--- src/rtl/pcam_pkg.sv ---
package pcam_pkg;

    typedef enum logic [1:0] {
        OP_NONE = 2'b00,
        OP_READ = 2'b01,
        OP_CMP  = 2'b10,
        OP_RSVD = 2'b11
    } op_e;

    typedef enum logic [1:0] {
        ST_IDLE     = 2'b00,
        ST_RD_SHOW  = 2'b01,
        ST_CMP_SHOW = 2'b10
    } show_state_e;

endpackage

--- src/rtl/pcam_row.sv ---
module pcam_row #(
    parameter int DW = 32,
    parameter int CW = 6
) (
    input  logic          clk,
    input  logic          rst_n,
    input  logic          we_i,
    input  logic [DW-1:0] wdata_i,
    input  logic [DW-1:0] key_i,
    input  logic          key_par_i,
    output logic [DW-1:0] data_o,
    output logic          par_o,
    output logic          valid_o,
    output logic          match_o,
    output logic [CW-1:0] dist_o
);

    logic [DW-1:0] data_q;
    logic          par_q;
    logic          valid_q;
    logic [DW-1:0] diff;
    logic [CW-1:0] ones;

    always_ff @(posedge clk) begin
        if (!rst_n) begin
            data_q  <= '0;
            par_q   <= 1'b0;
            valid_q <= 1'b0;
        end else if (we_i) begin
            data_q  <= wdata_i;
            par_q   <= ^wdata_i;
            valid_q <= 1'b1;
        end
    end

    assign diff = data_q ^ key_i;

    always_comb begin
        ones = CW'(par_q ^ key_par_i);
        for (int b = 0; b < DW; b++) begin
            ones = ones + CW'(diff[b]);
        end
    end

    always_comb begin
        if (valid_q) begin
            dist_o  = ones;
            match_o = (ones == '0);
        end else begin
            dist_o  = '1;
            match_o = 1'b0;
        end
    end

    assign data_o  = data_q;
    assign par_o   = par_q;
    assign valid_o = valid_q;

    AST_PAR_EVEN: assert property (@(posedge clk) disable iff (!rst_n)
        valid_q |-> (par_q == ^data_q));
    AST_MATCH_ZERO_DIST: assert property (@(posedge clk) disable iff (!rst_n)
        match_o |-> (dist_o == '0) && (data_q == key_i));
    AST_DIST_EVEN: assert property (@(posedge clk) disable iff (!rst_n)
        valid_q |-> (dist_o[0] == 1'b0));
    AST_INVALID_QUIET: assert property (@(posedge clk) disable iff (!rst_n)
        !valid_q |-> !match_o && (dist_o == '1));

endmodule

--- src/rtl/pcam_prienc.sv ---
module pcam_prienc #(
    parameter int WORDS = 16,
    parameter int AW    = 4
) (
    input  logic [WORDS-1:0] req_i,
    output logic             any_o,
    output logic [AW-1:0]    idx_o
);

    always_comb begin
        any_o = 1'b0;
        idx_o = '0;
        for (int i = WORDS - 1; i >= 0; i--) begin
            if (req_i[i]) begin
                any_o = 1'b1;
                idx_o = AW'(i);
            end
        end
    end

endmodule

--- src/rtl/pcam_ctrl.sv ---
module pcam_ctrl
    import pcam_pkg::*;
(
    input  logic       clk,
    input  logic       rst_n,
    input  logic [1:0] op_i,
    output logic       cap_rd_o,
    output logic       cap_cmp_o,
    output logic       rd_valid_o,
    output logic       res_valid_o
);

    show_state_e state_q, state_d;
    op_e         op;

    assign op = op_e'(op_i);

    always_comb begin
        cap_rd_o  = 1'b0;
        cap_cmp_o = 1'b0;
        unique case (op)
            OP_READ: begin
                state_d  = ST_RD_SHOW;
                cap_rd_o = 1'b1;
            end
            OP_CMP: begin
                state_d   = ST_CMP_SHOW;
                cap_cmp_o = 1'b1;
            end
            OP_NONE, OP_RSVD: state_d = ST_IDLE;
            default:          state_d = ST_IDLE;
        endcase
    end

    always_ff @(posedge clk) begin
        if (!rst_n) state_q <= ST_IDLE;
        else        state_q <= state_d;
    end

    always_comb begin
        rd_valid_o  = 1'b0;
        res_valid_o = 1'b0;
        unique case (state_q)
            ST_IDLE:     ;
            ST_RD_SHOW:  rd_valid_o  = 1'b1;
            ST_CMP_SHOW: res_valid_o = 1'b1;
            default:     ;
        endcase
    end

    AST_CMP_AFTER_OP: assert property (@(posedge clk) disable iff (!rst_n)
        res_valid_o |-> ($past(op_i) == 2'b10));
    AST_RD_AFTER_OP: assert property (@(posedge clk) disable iff (!rst_n)
        rd_valid_o |-> ($past(op_i) == 2'b01));
    AST_SHOW_EXCL: assert property (@(posedge clk) disable iff (!rst_n)
        $onehot0({rd_valid_o, res_valid_o}));

endmodule

--- src/rtl/parity_cam.sv ---
module parity_cam #(
    parameter int WORDS = 16,
    parameter int DW    = 32,
    localparam int AW   = $clog2(WORDS),
    localparam int CW   = $clog2(DW + 3)
) (
    input  logic                clk,
    input  logic                rst_n,
    input  logic                wr_en,
    input  logic [AW-1:0]       wr_addr,
    input  logic [DW-1:0]       wr_data,
    input  logic [1:0]          op,
    input  logic [AW-1:0]       rd_addr,
    input  logic [DW-1:0]       key,
    output logic                rd_valid,
    output logic [DW-1:0]       rd_data,
    output logic                rd_parity,
    output logic                res_valid,
    output logic                key_parity,
    output logic [WORDS-1:0]    match_vec,
    output logic                hit,
    output logic [AW-1:0]       hit_addr,
    output logic [WORDS*CW-1:0] dist_vec
);

    logic                cap_rd, cap_cmp;
    logic                key_par;
    logic [DW-1:0]       row_data  [WORDS];
    logic [WORDS-1:0]    row_par;
    logic [WORDS-1:0]    row_valid;
    logic [WORDS-1:0]    row_match;
    logic [WORDS*CW-1:0] row_dist;
    logic                enc_any;
    logic [AW-1:0]       enc_idx;

    assign key_par = ^key;

    pcam_ctrl u_ctrl (
        .clk         (clk),
        .rst_n       (rst_n),
        .op_i        (op),
        .cap_rd_o    (cap_rd),
        .cap_cmp_o   (cap_cmp),
        .rd_valid_o  (rd_valid),
        .res_valid_o (res_valid)
    );

    for (genvar i = 0; i < WORDS; i++) begin : g_row
        pcam_row #(.DW(DW), .CW(CW)) u_row (
            .clk       (clk),
            .rst_n     (rst_n),
            .we_i      (wr_en && (wr_addr == AW'(i))),
            .wdata_i   (wr_data),
            .key_i     (key),
            .key_par_i (key_par),
            .data_o    (row_data[i]),
            .par_o     (row_par[i]),
            .valid_o   (row_valid[i]),
            .match_o   (row_match[i]),
            .dist_o    (row_dist[i*CW +: CW])
        );
    end

    pcam_prienc #(.WORDS(WORDS), .AW(AW)) u_enc (
        .req_i (row_match),
        .any_o (enc_any),
        .idx_o (enc_idx)
    );

    always_ff @(posedge clk) begin
        if (!rst_n) begin
            rd_data   <= '0;
            rd_parity <= 1'b0;
        end else if (cap_rd) begin
            rd_data   <= row_data[rd_addr];
            rd_parity <= row_par[rd_addr];
        end
    end

    always_ff @(posedge clk) begin
        if (!rst_n) begin
            key_parity <= 1'b0;
            match_vec  <= '0;
            hit        <= 1'b0;
            hit_addr   <= '0;
            dist_vec   <= '0;
        end else if (cap_cmp) begin
            key_parity <= key_par;
            match_vec  <= row_match;
            hit        <= enc_any;
            hit_addr   <= enc_idx;
            dist_vec   <= row_dist;
        end
    end

    AST_HIT_AGREES: assert property (@(posedge clk) disable iff (!rst_n)
        res_valid |-> (hit == (|match_vec)));
    AST_HIT_LOWEST: assert property (@(posedge clk) disable iff (!rst_n)
        (res_valid && hit) |-> match_vec[hit_addr] &&
        ((match_vec & ((WORDS'(1) << hit_addr) - WORDS'(1))) == '0));
    AST_MISS_ADDR0: assert property (@(posedge clk) disable iff (!rst_n)
        (res_valid && !hit) |-> (hit_addr == '0));
    AST_MATCH_NEEDS_VALID: assert property (@(posedge clk) disable iff (!rst_n)
        (row_match & ~row_valid) == '0);
    AST_IDLE_HOLDS: assert property (@(posedge clk) disable iff (!rst_n)
        (!$past(cap_cmp) && !res_valid) |-> $stable(match_vec) && $stable(hit_addr));

endmodule

--- config.mk ---
export PLATFORM = sky130hd
export DESIGN_NAME = parity_cam
export DESIGN_NICKNAME = d
export VERILOG_FILES = /design/src/rtl/pcam_pkg.sv /design/src/rtl/pcam_row.sv /design/src/rtl/pcam_prienc.sv /design/src/rtl/pcam_ctrl.sv /design/src/rtl/parity_cam.sv
export SDC_FILE = /design/constraint.sdc
export NUM_CORES = 2
export LEC_CHECK = 0
export BUFFER_PORTS_ARGS = -buffer_cell sky130_fd_sc_hd__buf_2
export CORE_MARGIN = 2
export CORE_UTILIZATION = 40
export CTS_CLUSTER_SIZE = 16
export DETAILED_ROUTE_END_ITERATION = 10
export GPL_ROUTABILITY_DRIVEN = 0
export PLACE_DENSITY = 0.66
export SLEW_MARGIN = 30
export SYNTH_ARGS = -nofsm -noshare
export SYNTH_HDL_FRONTEND = slang
export SYNTH_HIERARCHICAL = 1
export SYNTH_SLANG_ARGS = --single-unit
--- constraint.sdc ---
create_clock -name clk -period 29.5 [get_ports clk]
set_clock_uncertainty 0.1 [all_clocks]
set_input_delay 7.375 -clock clk [delete_from_list [all_inputs] [get_ports clk]]
set_output_delay 7.375 -clock clk [all_outputs]
set_load 0.05 [all_outputs]
# Word-level counts from Yosys, hierarchy flattened
# Index checks and enable logic that the tools add are counted.
[totals]
regBits = 697
out_inout_bits = 153
input_bits = 77
[classes]
addsub = 512
n_lt_le_gt_ge = 2
n_eq_ne = 20
n_mux = 74
n_bitwise = 33
n_reduce_logical = 37
[ops]
columns = ["operator", "count"]
rows = [
  ["6-bit by 1-bit adder with 6-bit output", 512],
  ["32-bit XOR", 16],
  ["32-bit binary-select mux with 4-bit select", 1],
  ["6-bit zero test", 16],
  ["6-bit two-way mux", 16],
  ["32-bit two-way mux", 2],
  ["4-bit two-way mux", 16],
  ["32-bit parity", 2],
  ["1-bit two-way mux", 37],
  ["4-bit == test, second input constant", 8],
  ["4-bit by 3-bit == test with 1-bit output, second input constant", 4],
  ["1-bit logical AND", 16],
  ["1-bit XOR", 16],
  ["4-bit by 2-bit == test with 1-bit output, second input constant", 2],
  ["2-bit == test, second input constant", 3],
  ["2-bit one-hot mux with 3 select lines", 1],
  ["5-bit greater-or-equal comparator, second input constant", 1],
  ["4-bit by 5-bit < comparator with 1-bit output, second input constant", 1],
  ["4-bit NOT with 5-bit output", 1],
  ["1-bit binary-select mux with 4-bit select", 1],
  ["2-bit by 1-bit == test with 1-bit output, second input constant", 2],
  ["4-bit by 1-bit == test with 1-bit output, second input constant", 1],
  ["4-bit zero test", 1],
  ["2-bit zero test", 1],
  ["2-bit OR reduction", 1],
]

# Longest topological paths before layout
[logic_depth]
word_depth = 52
depth_mapped = 27
ltp_nobuf = 27

# Modules after synthesis
# The synthesis kept the hierarchy.
[modules_own_cells]
columns = ["module", "area_per_inst_um2", "cells_per_inst", "n_inst"]
rows = [
  ["pcam_row (g_row[14].u_row ...)", 2568.7, 246, 11],
  ["parity_cam", 9949.5, 824, 1],
  ["pcam_row (g_row[0].u_row ...)", 2562.5, 244, 3],
  ["pcam_row (g_row[12].u_row ...)", 2566.2, 245, 2],
  ["pcam_prienc", 178.9, 33, 1],
  ["pcam_ctrl", 82.6, 8, 1],
]

# Least setup slack after synthesis
# Ideal clock, no wire load.
[synth_timing]
path_kind = "input port to flip-flop"
startpoint = "input key[31]"
endpoint = "register hit_addr[0]"
setup_time_ps = 117
path_stages = 24
n_path_buf = 0
setup_slack_ps = 14626
arrival_ps = 14656
cell_sequence = "xor2_1 -> xnor2_1 -> xnor2_1 -> xnor2_1 -> xnor2_1 -> xnor2_1 -> fa_1 -> inv_1 -> fa_1 -> fa_1 -> fa_1 -> inv_1 -> fa_1 -> fa_1 -> fa_1 -> nand2_1 -> or4_1 -> nor3_1 -> inv_1 -> a21oi_1 -> o311a_2 -> o22ai_1 -> mux2i_1 -> nor2b_1"
[synth_via]
elab_cells_between_ends = 593
cone_classes = "512 x add/sub; 32 x mux; 32 x bitwise; 17 x reduce/logical"
[synth_lines]
columns = ["item", "line_no", "source"]
rows = [
  ["from (decl)", "parity_cam.sv:14", "input logic [DW-1:0] key,"],
  ["32-bit parity", "parity_cam.sv:36", "assign key_par = ^key;"],
  ["net key_par", "parity_cam.sv:27", "logic key_par;"],
  ["1-bit XOR", "pcam_row.sv:39", "ones = CW'(par_q ^ key_par_i);"],
  ["6-bit by 1-bit adder with 6-bit output (32 in a row)", "pcam_row.sv:41", "ones = ones + CW'(diff[b]);"],
  ["6-bit zero test", "pcam_row.sv:48", "match_o = (ones == '0);"],
  ["1-bit two-way mux", "pcam_row.sv:46", "if (valid_q) begin"],
  ["net row_match[10]", "parity_cam.sv:31", "logic [WORDS-1:0] row_match;"],
  ["4-bit two-way mux (11 in a row)", "pcam_prienc.sv:14", "if (req_i[i]) begin"],
  ["net enc_idx[0]", "parity_cam.sv:34", "logic [AW-1:0] enc_idx;"],
  ["to (signal assigned)", "parity_cam.sv:91", "hit_addr <= enc_idx;"],
  ["to (decl)", "parity_cam.sv:22", "output logic [AW-1:0] hit_addr,"],
]
# The timed path passes the listed nets, and every way through them passes these cells.
# A chain may end at the register's enable or synchronous reset.

# Final worst setup path
[layout_timing]
startpoint = "input key[27]"
endpoint = "register hit_addr[3]"
[layout_via]
elab_cells_between_ends = 593
cone_classes = "512 x add/sub; 32 x mux; 32 x bitwise; 17 x reduce/logical"
[layout_lines]
columns = ["item", "line_no"]
rows = [
  ["32-bit parity", "parity_cam.sv:36"],
  ["net key_par", "parity_cam.sv:27"],
  ["1-bit XOR", "pcam_row.sv:39"],
  ["6-bit by 1-bit adder with 6-bit output (32 in a row)", "pcam_row.sv:41"],
  ["6-bit zero test", "pcam_row.sv:48"],
  ["1-bit two-way mux", "pcam_row.sv:46"],
  ["net row_match[11]", "parity_cam.sv:31"],
  ["4-bit two-way mux (12 in a row)", "pcam_prienc.sv:14"],
  ["net enc_idx[3]", "parity_cam.sv:34"],
]
# The timed path passes the listed nets, and every way through them passes these cells.

==> results by group <==
GRT
  – GRT Residual Overflow: 0
  – Pin count of the biggest net entering global routing: 119
  – Initial antenna violation count: 9
  – GRT Resource Usage Total: 0.259
  – Vias in the first global route: 35069
  – First-pass GRT wire length: 249 mm

Flow run
  – Max cap viols: 0

Clock network
  – Root Buffer Master: clkbuf_16
  – Max Buffers Root-to-Sink: 3
  – H-tree depth: 3
  – Post-CTS setup buffer count: 0
  – # resized after CTS: 0
  – CTS clk-pin slew, worst paths: 0.06 ns
  – CTS sink cnt: 697
  – Hold-fix buffers at CTS: 0
  – Skew-Pair Late Insertion Delay: 0.68 ns
  – Clock tree from TritonCTS: built
  – CTS Buf Count: 85

Drt
  – Vias per cell: 5.33
  – Top Metal Used: met5
  – Final WL: 173 mm
  – Drt first pass iters: 5
  – Vias: 35733
  – Met2 WL: 76.0 mm
  – ANT nets after route: 0
  – Routed WL per cell: 25.8 um
  – Met3 WL: 15.1 mm
  – Initial DRC count: 3557
  – DRC: 0
  – Wl on met1: 73.9 mm

Setup path
  – Data required, critical path: 30.00 ns
  – Nature of the critical path endpoint: flip-flop
  – Flop2flop setup slack: 22.68 ns
  – Worst R2R Start: g_row[8].u_row/data_o[20]
  – Critical Path Source Type: input pin
  – Critical path class: input pin to flip-flop
  – Arr. time, crit path: 15.29 ns
  – Reg2reg end: hit_addr[3]
  – Reg2reg path depth: 21
  – Crit Path Max Fanout: 17

Pwr
  – Peak supply drop: 0.000157 V
  – Power Density: 141 mW/mm^2
  – Lkg Pwr: 0.0214 uW
  – Total Power: 8030 uW

STA
  – Final Hold Vio Count: 0
  – Max-slew headroom: 0.286
  – Pins Over Slew Limit: 0
  – Tmin final: 14.79 ns
  – Setup TNS: 0 ns
  – Fmax: 67.6 MHz
  – RSZ-0062 raised after global routing: false
  – Worst Max-Slew Pin Slew: 1.07 ns
  – Final WS setup: 14.71 ns
  – # setup viols final: 0
  – Final Cycle Share: 0.501

Floorplanning
  – FP Rows: 131
  – Die Height: 362 um
  – Core Footprint: 0.127 mm^2
  – Initial Utilization: 0.403
  – Die Wd: 362 um
  – Top Ports: 230
  – DIE AREA: 0.131 mm^2

Placed design
  – Placed cell area: 0.0541 mm^2
  – I/O Buffers: 229
  – Pre-CTS setup slack: 14.11 ns
  – HPWL after DPL: 126 mm

Yosys
  – Ys flop type: dfxtp_1
  – Ys Warns: 6
  – Post-synthesis sequential area ratio: 0.272
  – Synth async-reset ratio: 0
  – Mapped Cells: 4793
  – Mean post-synth cell area: 10.7 um^2
  – Post-Synthesis Cell Area: 0.0513 mm^2
  – Syn Nets: 5350
  – Synthesis-stage register bit count: 697
  – Number of distinct library cells after synthesis: 43
  – EDFF count, synth: 0

Min path
  – Hold depth: 2
  – Hold Crit Start: dist_vec[54]
  – Min-delay worst type: flip-flop to flip-flop
  – Hold Path Sink: dist_vec[54]

Finish
  – FILL cells: 11974
  – Share of cells above drive strength 1: 0.113
  – Area grow syn2layout: 11.3%
  – Final Cell Area: 0.0571 mm^2
  – Core Util, Final: 0.448
  – Post-layout net count: 5531

Run status
  – Status: finished clean
## worst max-delay path by stage
stage | startpoint | endpoint | slack (ns)
floorplan | key[31] | hit_addr[0] | 14.63
global placement | key[27] | hit_addr[3] | 14.19
detailed placement | key[21] | hit_addr[3] | 14.11
CTS | key[21] | hit_addr[3] | 14.81
global route | key[21] | hit_addr[3] | 14.33
finish | key[27] | hit_addr[3] | 14.71
## per-layer routing
layer	global-route usage	vias to the layer above
met5	0	-
met1	0.355	17876
met4	0.106	10
met2	0.397	1577
met3	0.0541	311
li1	-	15959
## synth_stat cells, types with 48 or more instances
| master | number | share of area |
|---|---|---|
| a21oi_1 | 70 | 0.0068 |
| a22oi_1 | 82 | 0.012 |
| buf_2 | 85 | 0.0083 |
| clkbuf_1 | 85 | 0.0062 |
| dfxtp_1 | 697 | 0.27 |
| fa_1 | 384 | 0.15 |
| ha_1 | 96 | 0.023 |
| inv_1 | 385 | 0.028 |
| mux2i_1 | 629 | 0.12 |
| mux4_2 | 119 | 0.052 |
| nand2_1 | 86 | 0.0063 |
| nor2b_1 | 701 | 0.086 |
| o21a_1 | 48 | 0.0070 |
| o21ai_0 | 66 | 0.0064 |
| xnor2_1 | 727 | 0.12 |
| xor2_1 | 365 | 0.062 |
## layout by cell type, fill, tap and decap left out, drive strengths merged, types with 22 or more instances in the layout
master and instances:
xnor2 727, nor2b 701, dfxtp 697, mux2i 629, inv 386, fa 384, xor2 365, buf 286
mux4 132, clkbuf 122, ha 96, nand2 86, a22oi 82, a21oi 70, o21ai 66, o21a 48
nor2 31, nor3 22
## per-stage QoR
| step | hold WS [ns] | std cells |
|---|---|---|
| after global placement | 0.393 | 6548 |
| after floorplan | 0.416 | 4793 |
| after CTS | 0.413 | 6698 |
| after detailed placement | 0.397 | 6548 |
| final | 0.408 | 6700 |
| after global routing | 0.428 | 6700 |
## critical path: stages
cell,delay (ns)
buf_2,0.52
xnor2_1,0.21
xnor2_1,0.15
xnor2_1,0.14
xnor2_1,0.50
xnor2_2,0.17
buf_4,0.37
xnor2_1,0.15
fa_1,0.54
inv_1,0.06
fa_1,0.50
fa_1,0.53
fa_1,0.55
inv_1,0.06
fa_1,0.51
fa_1,0.53
fa_1,0.55
nand2_1,0.07
or4_1,0.40
nor3_1,0.65
nor4_2,0.08
and3_1,0.24
nor3b_1,0.19
mux2i_1,0.10
nor2b_1,0.12
## flip-flops by register name, indices dropped and copies added, names as in the netlist
register	count
rd_parity	1
hit_addr	4
hit	1
key_parity	1
g_row.u_row/valid_o	16
g_row.u_row/par_o	16
rd_data	32
g_row.u_row/data_o	512
dist_vec	96
u_ctrl/state_q	2
match_vec	16
## area by class of cell
type	count	area, um^2	area share
clock buffers	122	2560	0.0449
flip-flops and latches	697	14000	0.244
multi-input cells	3518	35100	0.614
diodes	1	2.50	0.0000438
repair buffers	286	1640	0.0287
clock inverters	28	330	0.00579
well taps	1662	2080	0.0364
inverters	386	1450	0.0254
## power breakdown
group	internal [uW]	switching, uW	total [uW]
registers	969	21.8	991
logic	2550	3390	5940
clock network	661	445	1110
total	4180	3850	8030
## kinds of logic (layout without fill, tap and decap cells)
kind of cell | after synthesis | in the layout | share of synthesized area
fa+ha+maj | 480 | 480 | 0.173
buf+inv | 578 | 822 | 0.0470
other cells | 0 | 1 | 0
xor+xnor | 1092 | 1092 | 0.186
mux | 761 | 761 | 0.182
compound gates | 282 | 282 | 0.0347
flops | 697 | 697 | 0.272
simple gates | 903 | 903 | 0.105
(Power assumes the default switching activity.)
